**src/rtl/ofl_pkg.sv**
```systemverilog
package ofl_pkg;
  typedef enum logic {
    PROG_PAR = 1'b0,
    PROG_SER = 1'b1
  } prog_mode_e;

  localparam int unsigned N_OFS = 2;  // index 0 = almost-empty, 1 = almost-full
endpackage

```
**src/rtl/ofl_mode_latch.sv**
```systemverilog
module ofl_mode_latch
  import ofl_pkg::*;
#(
  parameter int unsigned W     = 10,
  parameter int unsigned SMALL = 127,
  parameter int unsigned LARGE = 1023
) (
  input  logic         clk,
  input  logic         mrst_n,
  input  logic         ld_n,
  output prog_mode_e   mode,
  output logic [W-1:0] def_val
);
  localparam logic [W-1:0] SMALL_V = W'(SMALL);
  localparam logic [W-1:0] LARGE_V = W'(LARGE);

  // default offered to the registers during master reset
  assign def_val = ld_n ? LARGE_V : SMALL_V;

  always_ff @(posedge clk) begin
    if (!mrst_n) mode <= ld_n ? PROG_SER : PROG_PAR;
  end

  // mode moves only under master reset
  p_mode_fixed_r10: assert property (@(posedge clk) disable iff (!mrst_n)
    mrst_n |=> $stable(mode));
endmodule

```
**src/rtl/ofl_bit_ctr.sv**
```systemverilog
module ofl_bit_ctr #(
  parameter int unsigned W = 10
) (
  input  logic          clk,
  input  logic          mrst_n,
  input  logic          prst_n,
  input  logic          ld_n,
  input  logic          shift_en,
  output logic          sel_af,
  output logic [$clog2(W)-1:0] bit_pos
);
  localparam int unsigned TOTAL = 2 * W;
  localparam int unsigned CW    = $clog2(TOTAL);
  localparam int unsigned PW    = $clog2(W);
  localparam logic [CW-1:0] LAST = CW'(TOTAL - 1);
  localparam logic [CW-1:0] HALF = CW'(W);

  logic [CW-1:0] idx;

  always_ff @(posedge clk) begin
    if (!mrst_n || !prst_n || ld_n) idx <= '0;
    else if (shift_en)              idx <= (idx == LAST) ? '0 : idx + 1'b1;
  end

  assign sel_af  = (idx >= HALF);
  assign bit_pos = sel_af ? PW'(idx - HALF) : PW'(idx);

  // a high load pin restarts the serial sequence
  p_ctr_clear_r7: assert property (@(posedge clk) disable iff (!mrst_n)
    ld_n |=> (idx == '0));
  // the counter wraps after the last bit
  p_ctr_wrap_r11: assert property (@(posedge clk) disable iff (!mrst_n)
    (prst_n && !ld_n && shift_en && idx == LAST) |=> (idx == '0));
endmodule

```
**src/rtl/ofl_step_ptr.sv**
```systemverilog
module ofl_step_ptr (
  input  logic clk,
  input  logic mrst_n,
  input  logic prst_n,
  input  logic ld_n,
  input  logic step,
  output logic ptr
);
  always_ff @(posedge clk) begin
    if (!mrst_n || !prst_n || ld_n) ptr <= 1'b0;
    else if (step)                  ptr <= ~ptr;
  end

  // pointer restarts at the almost-empty offset whenever load is high
  p_ptr_clear_r7: assert property (@(posedge clk) disable iff (!mrst_n)
    ld_n |=> !ptr);
  // one step per qualified edge
  p_ptr_step_r9: assert property (@(posedge clk) disable iff (!mrst_n)
    (prst_n && !ld_n && step) |=> (ptr != $past(ptr)));
endmodule

```
**src/rtl/ofl_offset_regs.sv**
```systemverilog
module ofl_offset_regs
  import ofl_pkg::*;
#(
  parameter int unsigned W = 10
) (
  input  logic          clk,
  input  logic          mrst_n,
  input  logic [W-1:0]  def_val,
  input  logic          ser_shift,
  input  logic          ser_sel_af,
  input  logic [$clog2(W)-1:0] ser_pos,
  input  logic          si,
  input  logic          par_wr,
  input  logic          par_sel_af,
  input  logic [W-1:0]  din,
  output logic [W-1:0]  ae_q,
  output logic [W-1:0]  af_q
);
  logic [W-1:0] ofs [N_OFS];

  for (genvar g = 0; g < N_OFS; g++) begin : g_ofs
    localparam logic SEL = (g == 1);
    always_ff @(posedge clk) begin
      if (!mrst_n)                           ofs[g] <= def_val;
      else if (ser_shift && ser_sel_af == SEL) ofs[g][ser_pos] <= si;
      else if (par_wr && par_sel_af == SEL)    ofs[g] <= din;
    end
  end

  assign ae_q = ofs[0];
  assign af_q = ofs[1];

  // a serial shift touches only the addressed offset
  p_ser_one_reg_r3: assert property (@(posedge clk) disable iff (!mrst_n)
    (ser_shift && !ser_sel_af) |=> $stable(af_q));
endmodule

```
**src/rtl/ofl_offset_loader.sv**
```systemverilog
module ofl_offset_loader
  import ofl_pkg::*;
#(
  parameter int unsigned OFS_W     = 10,
  parameter int unsigned DEF_SMALL = 127,
  parameter int unsigned DEF_LARGE = 1023
) (
  input  logic             clk,
  input  logic             mrst_n,
  input  logic             prst_n,
  input  logic             ld_n,
  input  logic             sen_n,
  input  logic             si,
  input  logic             par_wr,
  input  logic             par_rd,
  input  logic [OFS_W-1:0] din,
  output logic [OFS_W-1:0] ae_offset,
  output logic [OFS_W-1:0] af_offset,
  output logic [OFS_W-1:0] rd_data,
  output logic             rd_valid
);
  localparam int unsigned PW = $clog2(OFS_W);

  prog_mode_e        mode;
  logic [OFS_W-1:0]  def_val;
  logic              load_op, ser_shift, pwr, prd, step, ptr;
  logic              ser_sel_af;
  logic [PW-1:0]     ser_pos;

  assign load_op   = !ld_n && prst_n;
  assign ser_shift = load_op && (mode == PROG_SER) && !sen_n;
  assign pwr       = load_op && (mode == PROG_PAR) && par_wr;
  assign prd       = load_op && par_rd;
  assign step      = pwr || prd;

  ofl_mode_latch #(.W(OFS_W), .SMALL(DEF_SMALL), .LARGE(DEF_LARGE)) i_mode (
    .clk(clk), .mrst_n(mrst_n), .ld_n(ld_n), .mode(mode), .def_val(def_val)
  );

  ofl_bit_ctr #(.W(OFS_W)) i_ctr (
    .clk(clk), .mrst_n(mrst_n), .prst_n(prst_n), .ld_n(ld_n),
    .shift_en(ser_shift), .sel_af(ser_sel_af), .bit_pos(ser_pos)
  );

  ofl_step_ptr i_ptr (
    .clk(clk), .mrst_n(mrst_n), .prst_n(prst_n), .ld_n(ld_n),
    .step(step), .ptr(ptr)
  );

  ofl_offset_regs #(.W(OFS_W)) i_regs (
    .clk(clk), .mrst_n(mrst_n), .def_val(def_val),
    .ser_shift(ser_shift), .ser_sel_af(ser_sel_af), .ser_pos(ser_pos), .si(si),
    .par_wr(pwr), .par_sel_af(ptr), .din(din),
    .ae_q(ae_offset), .af_q(af_offset)
  );

  // readback: captures pre-write contents, so a same-edge write is not seen
  always_ff @(posedge clk) begin
    if (!mrst_n || !prst_n) begin
      rd_valid <= 1'b0;
      rd_data  <= '0;
    end else begin
      rd_valid <= prd;
      if (prd) rd_data <= ptr ? af_offset : ae_offset;
    end
  end

  // load pin high leaves the offsets alone
  p_hold_ld_high_r8: assert property (@(posedge clk) disable iff (!mrst_n)
    ld_n |=> ($stable(ae_offset) && $stable(af_offset)));
  // parallel write locked out in serial mode
  p_lock_par_r5: assert property (@(posedge clk) disable iff (!mrst_n)
    (mode == PROG_SER && sen_n) |=> ($stable(ae_offset) && $stable(af_offset)));
  // serial enable locked out in parallel mode
  p_lock_ser_r5: assert property (@(posedge clk) disable iff (!mrst_n)
    (mode == PROG_PAR && !par_wr) |=> ($stable(ae_offset) && $stable(af_offset)));
  // each accepted read yields one valid cycle
  p_rd_pulse_r6: assert property (@(posedge clk) disable iff (!mrst_n)
    (prst_n && !ld_n && par_rd) |=> rd_valid);
  // valid only after an accepted read
  p_rd_cause_r6: assert property (@(posedge clk) disable iff (!mrst_n)
    rd_valid |-> $past(!ld_n && par_rd && prst_n));
  // partial reset clears the readback stream
  p_prst_clear_r10: assert property (@(posedge clk) disable iff (!mrst_n)
    !prst_n |=> !rd_valid);
endmodule

```
**config.mk**
```make
export PLATFORM = sky130hd
export DESIGN_NAME = ofl_offset_loader
export DESIGN_NICKNAME = d
export VERILOG_FILES = /design/src/rtl/ofl_pkg.sv /design/src/rtl/ofl_mode_latch.sv /design/src/rtl/ofl_bit_ctr.sv /design/src/rtl/ofl_step_ptr.sv /design/src/rtl/ofl_offset_regs.sv /design/src/rtl/ofl_offset_loader.sv
export SDC_FILE = /design/constraint.sdc
export NUM_CORES = 1
export LEC_CHECK = 0
export BUFFER_PORTS_ARGS = -buffer_cell sky130_fd_sc_hd__buf_2
export CAP_MARGIN = 20
export CELL_PAD_IN_SITES_DETAIL_PLACEMENT = 0
export CELL_PAD_IN_SITES_GLOBAL_PLACEMENT = 1
export CORE_MARGIN = 2
export CORE_UTILIZATION = 44
export DETAILED_ROUTE_END_ITERATION = 10
export GPL_ROUTABILITY_DRIVEN = 0
export PLACE_DENSITY_LB_ADDON = 0.1
export SLEW_MARGIN = 20
export SYNTH_ARGS = -nofsm -noshare
export SYNTH_HDL_FRONTEND = slang
export SYNTH_SLANG_ARGS = --single-unit
```
**constraint.sdc**
```tcl
create_clock -name clk -period 6.2 [get_ports clk]
set_input_delay 0.31 -clock clk [delete_from_list [all_inputs] [get_ports clk]]
set_output_delay 0.31 -clock clk [all_outputs]
set_load 0.03 [all_outputs]
```
# Yosys cells after proc, flatten, opt, wreduce, memory -nomap -nowiden
# Memory sizes are Yosys's and may differ from the RTL's.
# Index checks and enable logic that the tools add are counted.
# word_totals
n_memories	1
register_bits	18
out_inout_bits	31
ramBits	20
# op_classes
muxes	62
eq_ne	1
magnitude_cmp	3
n_addsub	2
n_bitwise	43
n_reduce_logical	18
# memory_table
memory	depth	width	read_ports	rd_ports_with_merged_regs	write_ports	line	rtl
i_regs.ofs	2	10	2	0	2	ofl_offset_regs.sv:19	logic [W-1:0] ofs [N_OFS];
# op_table
op	count
$mux 1	55
$mux 10	4
$or 1x1->1	40
$logic_and 1x1->1	11
$add 5x1->5 const B	1
$eq 5x5->1 const B	1
$ge 5x4->1 const B	1
$lt 4x5->1 const B	1
$mux 5	1
$demux 1 s4	1
$ge 4x1->1 const B	1
$logic_not 1->1	4
$mux 4	1
$sub 4x4->4 const B	1
$logic_or 1x1->1	3
$not 1->1	3

# Depth between registers and ports, before layout
# logic_depth
depth_word	10
mapped_depth	9

# Cells and area by module
# From an unflattened synthesis, not the netlist that was laid out.
# hier_totals
cells_unflattened	294
area_unflattened_um2	2742.6
# modules_own_cells
mod	seq_area_each_um2	instances	area_per_inst_um2	cells_each
ofl_offset_regs	600.6	1	1660.3	182
ofl_offset_loader	220.2	1	555.5	52
ofl_bit_ctr	100.1	1	371.6	43
ofl_mode_latch	30.0	1	112.6	13
ofl_step_ptr	20.0	1	42.5	4

# Worst setup path before layout
# OpenSTA, ideal clock, no wires.
# synth_timing
path_kind	flip-flop to flip-flop
start	register i_ctr.idx[1]
end	memory i_regs.ofs[1][6] (data pin)
n_path_buf	3
path_stages_with_launch	10
path_slack_ns	3.847
setup_ns	0.261
arrival_time_ns	2.092
cell_sequence	dfxtp_1 -> buf_2 -> clkinv_1 -> ha_1 -> buf_2 -> nor2b_1 -> or3_1 -> buf_6 -> nand3_1 -> o32a_1
# synth_rtl
item	line	rtl
from (decl)	ofl_bit_ctr.sv:18	logic [CW-1:0] idx;
from (signal assigned)	ofl_bit_ctr.sv:22	else if (shift_en) idx <= (idx == LAST) ? '0 : idx + 1'b1;
to (decl)	ofl_offset_regs.sv:19	

==> flow_metrics.tcl <==
set metrics [dict create \
    avgSynthCellArea_um2 9.92 \
    syn_area_um2 2200 \
    whs_path_depth 2 \
    drive_gt1_share_pct 25.2 \
    timing.rr.start "i_ctr.idx[1]" \
    track_usage_pct 20.5 \
    cp-end-kind "register" \
    fin_nets 283 \
    drv_slew 0 \
    worstSetupStartpointType "register" \
    overflow 0 \
    most-common-layout-cells "buf_2 (48), nor2_1 (29), edfxtp_1 (21)" \
    final_antenna_net_count 0 \
    path_class "register to register" \
    postCtsSetupBuffers 0 \
    synthFlopType "edfxtp_1" \
    worstPathMaxFanout 10 \
    fp.dieW_um 74.7 \
    cap_viol_max_count 0 \
    rsz0062_at_grt "no" \
    p_leak_nw 0.893 \
    antenna_found_initial 0 \
    layout_setup_ws_ns 3.39 \
    tightestPinTransition_ns 0.791 \
    hold_class "input port to register" \
    insertion_delay_ns 0.30 \
    die_y_um 74.7 \
    crit_start "i_ctr.idx[1]" \
    r2r_slack_ns 3.39 \
    max_stage_delay_ns 0.54 \
    grt_pass1_vias 1661 \
    fin_util_pct 54.0 \
    vias 1832 \
    powerDensity_nw_per_um2 222 \
    numCtsBuffers 5 \
    period_share_pct 45.3 \
    power_mw 0.573 \
    cts_tree "yes" \
    clk_path_buf_depth 2 \
    wl_per_cell_um 16.5 \
    post_drt_via_cell_ratio 5.57 \
    critical_path_required_ns 6.25 \
    crit_slowest_cell "dfxtp_1" \
    numPortBuffers 48 \
    cp-endpoint "i_regs.ofs[1][4]" \
    htreeDepth 2 \
    synth_cell_types 50 \
    r2r-end "i_regs.ofs[1][4]" \
    diodes 0 \
    clkTransAtPathRegs_ns 0.08 \
    cts_hold_buf 0 \
    syn-num-nets 244 \
    drt_iter0_drc 133 \
    status "finished, final reports clean" \
    grt_pass1_wl_mm 8.44 \
    synth_cells 222 \
    fp.coreArea_um2 4790 \
    clock-sinks 38 \
    ir_worst_vdd_v 0.0000855 \
    finClkSkew_ns 0.00686 \
    dpl.hpwl_mm 4.02 \
    cp_cell_sequence "clkinv_1 -> ha_1 -> nor2b_1 -> or3_1 -> nand3_1 -> o32a_1" \
    max_freq_mhz 356 \
    timing.slew.headroom_pct 47.2 \
    first_pass_iters 4 \
    min_period_ns 2.81 \
    ys_warn_count 0 \
    start_util_pct 46.0 \
    async_flop_share_pct 0 \
    post_cts_resize_count 0 \
    ios 49 \
    dieArea_um2 5590 \
    drc_errors 0 \
    ys_seq_area_share_pct 44.1 \
    reg2regPathDepth 6 \
    ys_seq_elements 38 \
    synth_edf_count 21 \
    final_hold_viol_count 0 \
    drt_wl_total_mm 5.44 \
    cts-root-buf "clkbuf_8" \
    grt_max_degree 21 \
    fin_setup_tns_ns 0 \
    setup_viol 0 \
    rows 25 \
    crit_arrival_ns 2.86 \
    post-place-ws_ns 3.42 \
    layout_commonest_cell "buf_2" \
    fillerInstances 461 \
    area_growth_pct 17.3 \
]
synthesized netlist by cell type, types with 3 or more instances:
| cell | n | area share, % |
|---|---|---|
| edfxtp_1 | 21 | 29 |
| nor2_1 | 29 | 4.9 |
| nand3_1 | 11 | 2.5 |
| o21ai_0 | 17 | 3.9 |
| nand2b_1 | 4 | 1.1 |
| mux2i_1 | 12 | 5.5 |
| o32a_1 | 8 | 3.6 |
| clkbuf_1 | 6 | 1.0 |
| ha_1 | 4 | 2.3 |
| xnor2_1 | 6 | 2.4 |
| nand2_1 | 7 | 1.2 |
| inv_1 | 4 | 0.68 |
| o31ai_1 | 10 | 3.4 |
| dfxtp_1 | 17 | 15 |
| a21oi_1 | 8 | 1.8 |
| nor2b_1 | 3 | 0.85 |
| a211oi_1 | 11 | 3.8 |
| buf_2 | 7 | 1.6 |
logic make-up (layout without fill, tap and decap cells):
logic type	Yosys count	count (layout)	share of synthesized area, %
mux	14	14	7.50
fa+ha+maj	4	4	2.27
flops	38	38	44.1
buf+inv	21	61	4.32
compound gates	66	66	21.3
simple gates	72	72	17.7
xor+xnor	7	7	2.78
worst max-delay path: cells and delay by family (launching register included):
kind,cells,cell delay (ns)
AOI/OAI and AO/OA,1,0.41
adders and majority gates,1,0.37
buffers and inverters,1,0.29
DFF,1,0.54
and+or+nand+nor,3,0.96
power breakdown:
part	switching [mW]	leakage [nW]	total (mW)	internal, mW
clock network	0.0988	0.0665	0.244	0.145
logic	0.0351	0.516	0.0529	0.0178
registers	0.00476	0.311	0.277	0.272
worst min path at each step:
stage | from | end | slack, ns
floorplan | ld_n | i_mode.mode | 0.41
global placement | rd_data[8] | rd_data[8] | 0.48
detailed placement | rd_data[9] | rd_data[9] | 0.49
CTS | par_rd | rd_valid | 0.24
global route | par_rd | rd_valid | 0.27
finish | par_rd | rd_valid | 0.24
registers in the layout (all words and copies together) (netlist names):
| name | cells |
|---|---|
| i_ctr.idx | 5 |
| i_mode.mode | 1 |
| i_ptr.ptr | 1 |
| i_regs.ofs | 20 |
| rd_data | 10 |
| rd_valid | 1 |
metal layers:
metal,part of all wire [%],vias up,GRT usage (%)
li1,-,919,-
met1,49,852,29.0
met2,45,52,32.1
met3,5.0,9,4.02
met4,1.4,0,5.95
met5,0,-,0
final cells by class:
class	instances	area, um2	share of cell area, %
clock inverters	2	38.8	1.50
repair buffers	48	240	9.30
flip-flops and latches	38	971	37.6
clock buffers	6	93.8	3.63
multi-input cells	163	1140	44.0
well taps	67	83.8	3.25
inverters	5	18.8	0.727
metrics by stage:
step	instances	instance area [um2]	hold slack, ns
global placement	321	2450	0.485
floorplan	222	2200	0.409
CTS	329	2580	0.244
global route	329	2580	0.268
detailed placement	321	2450	0.489
finish	329	2580	0.244
Power figures use the tool's default switching activity.
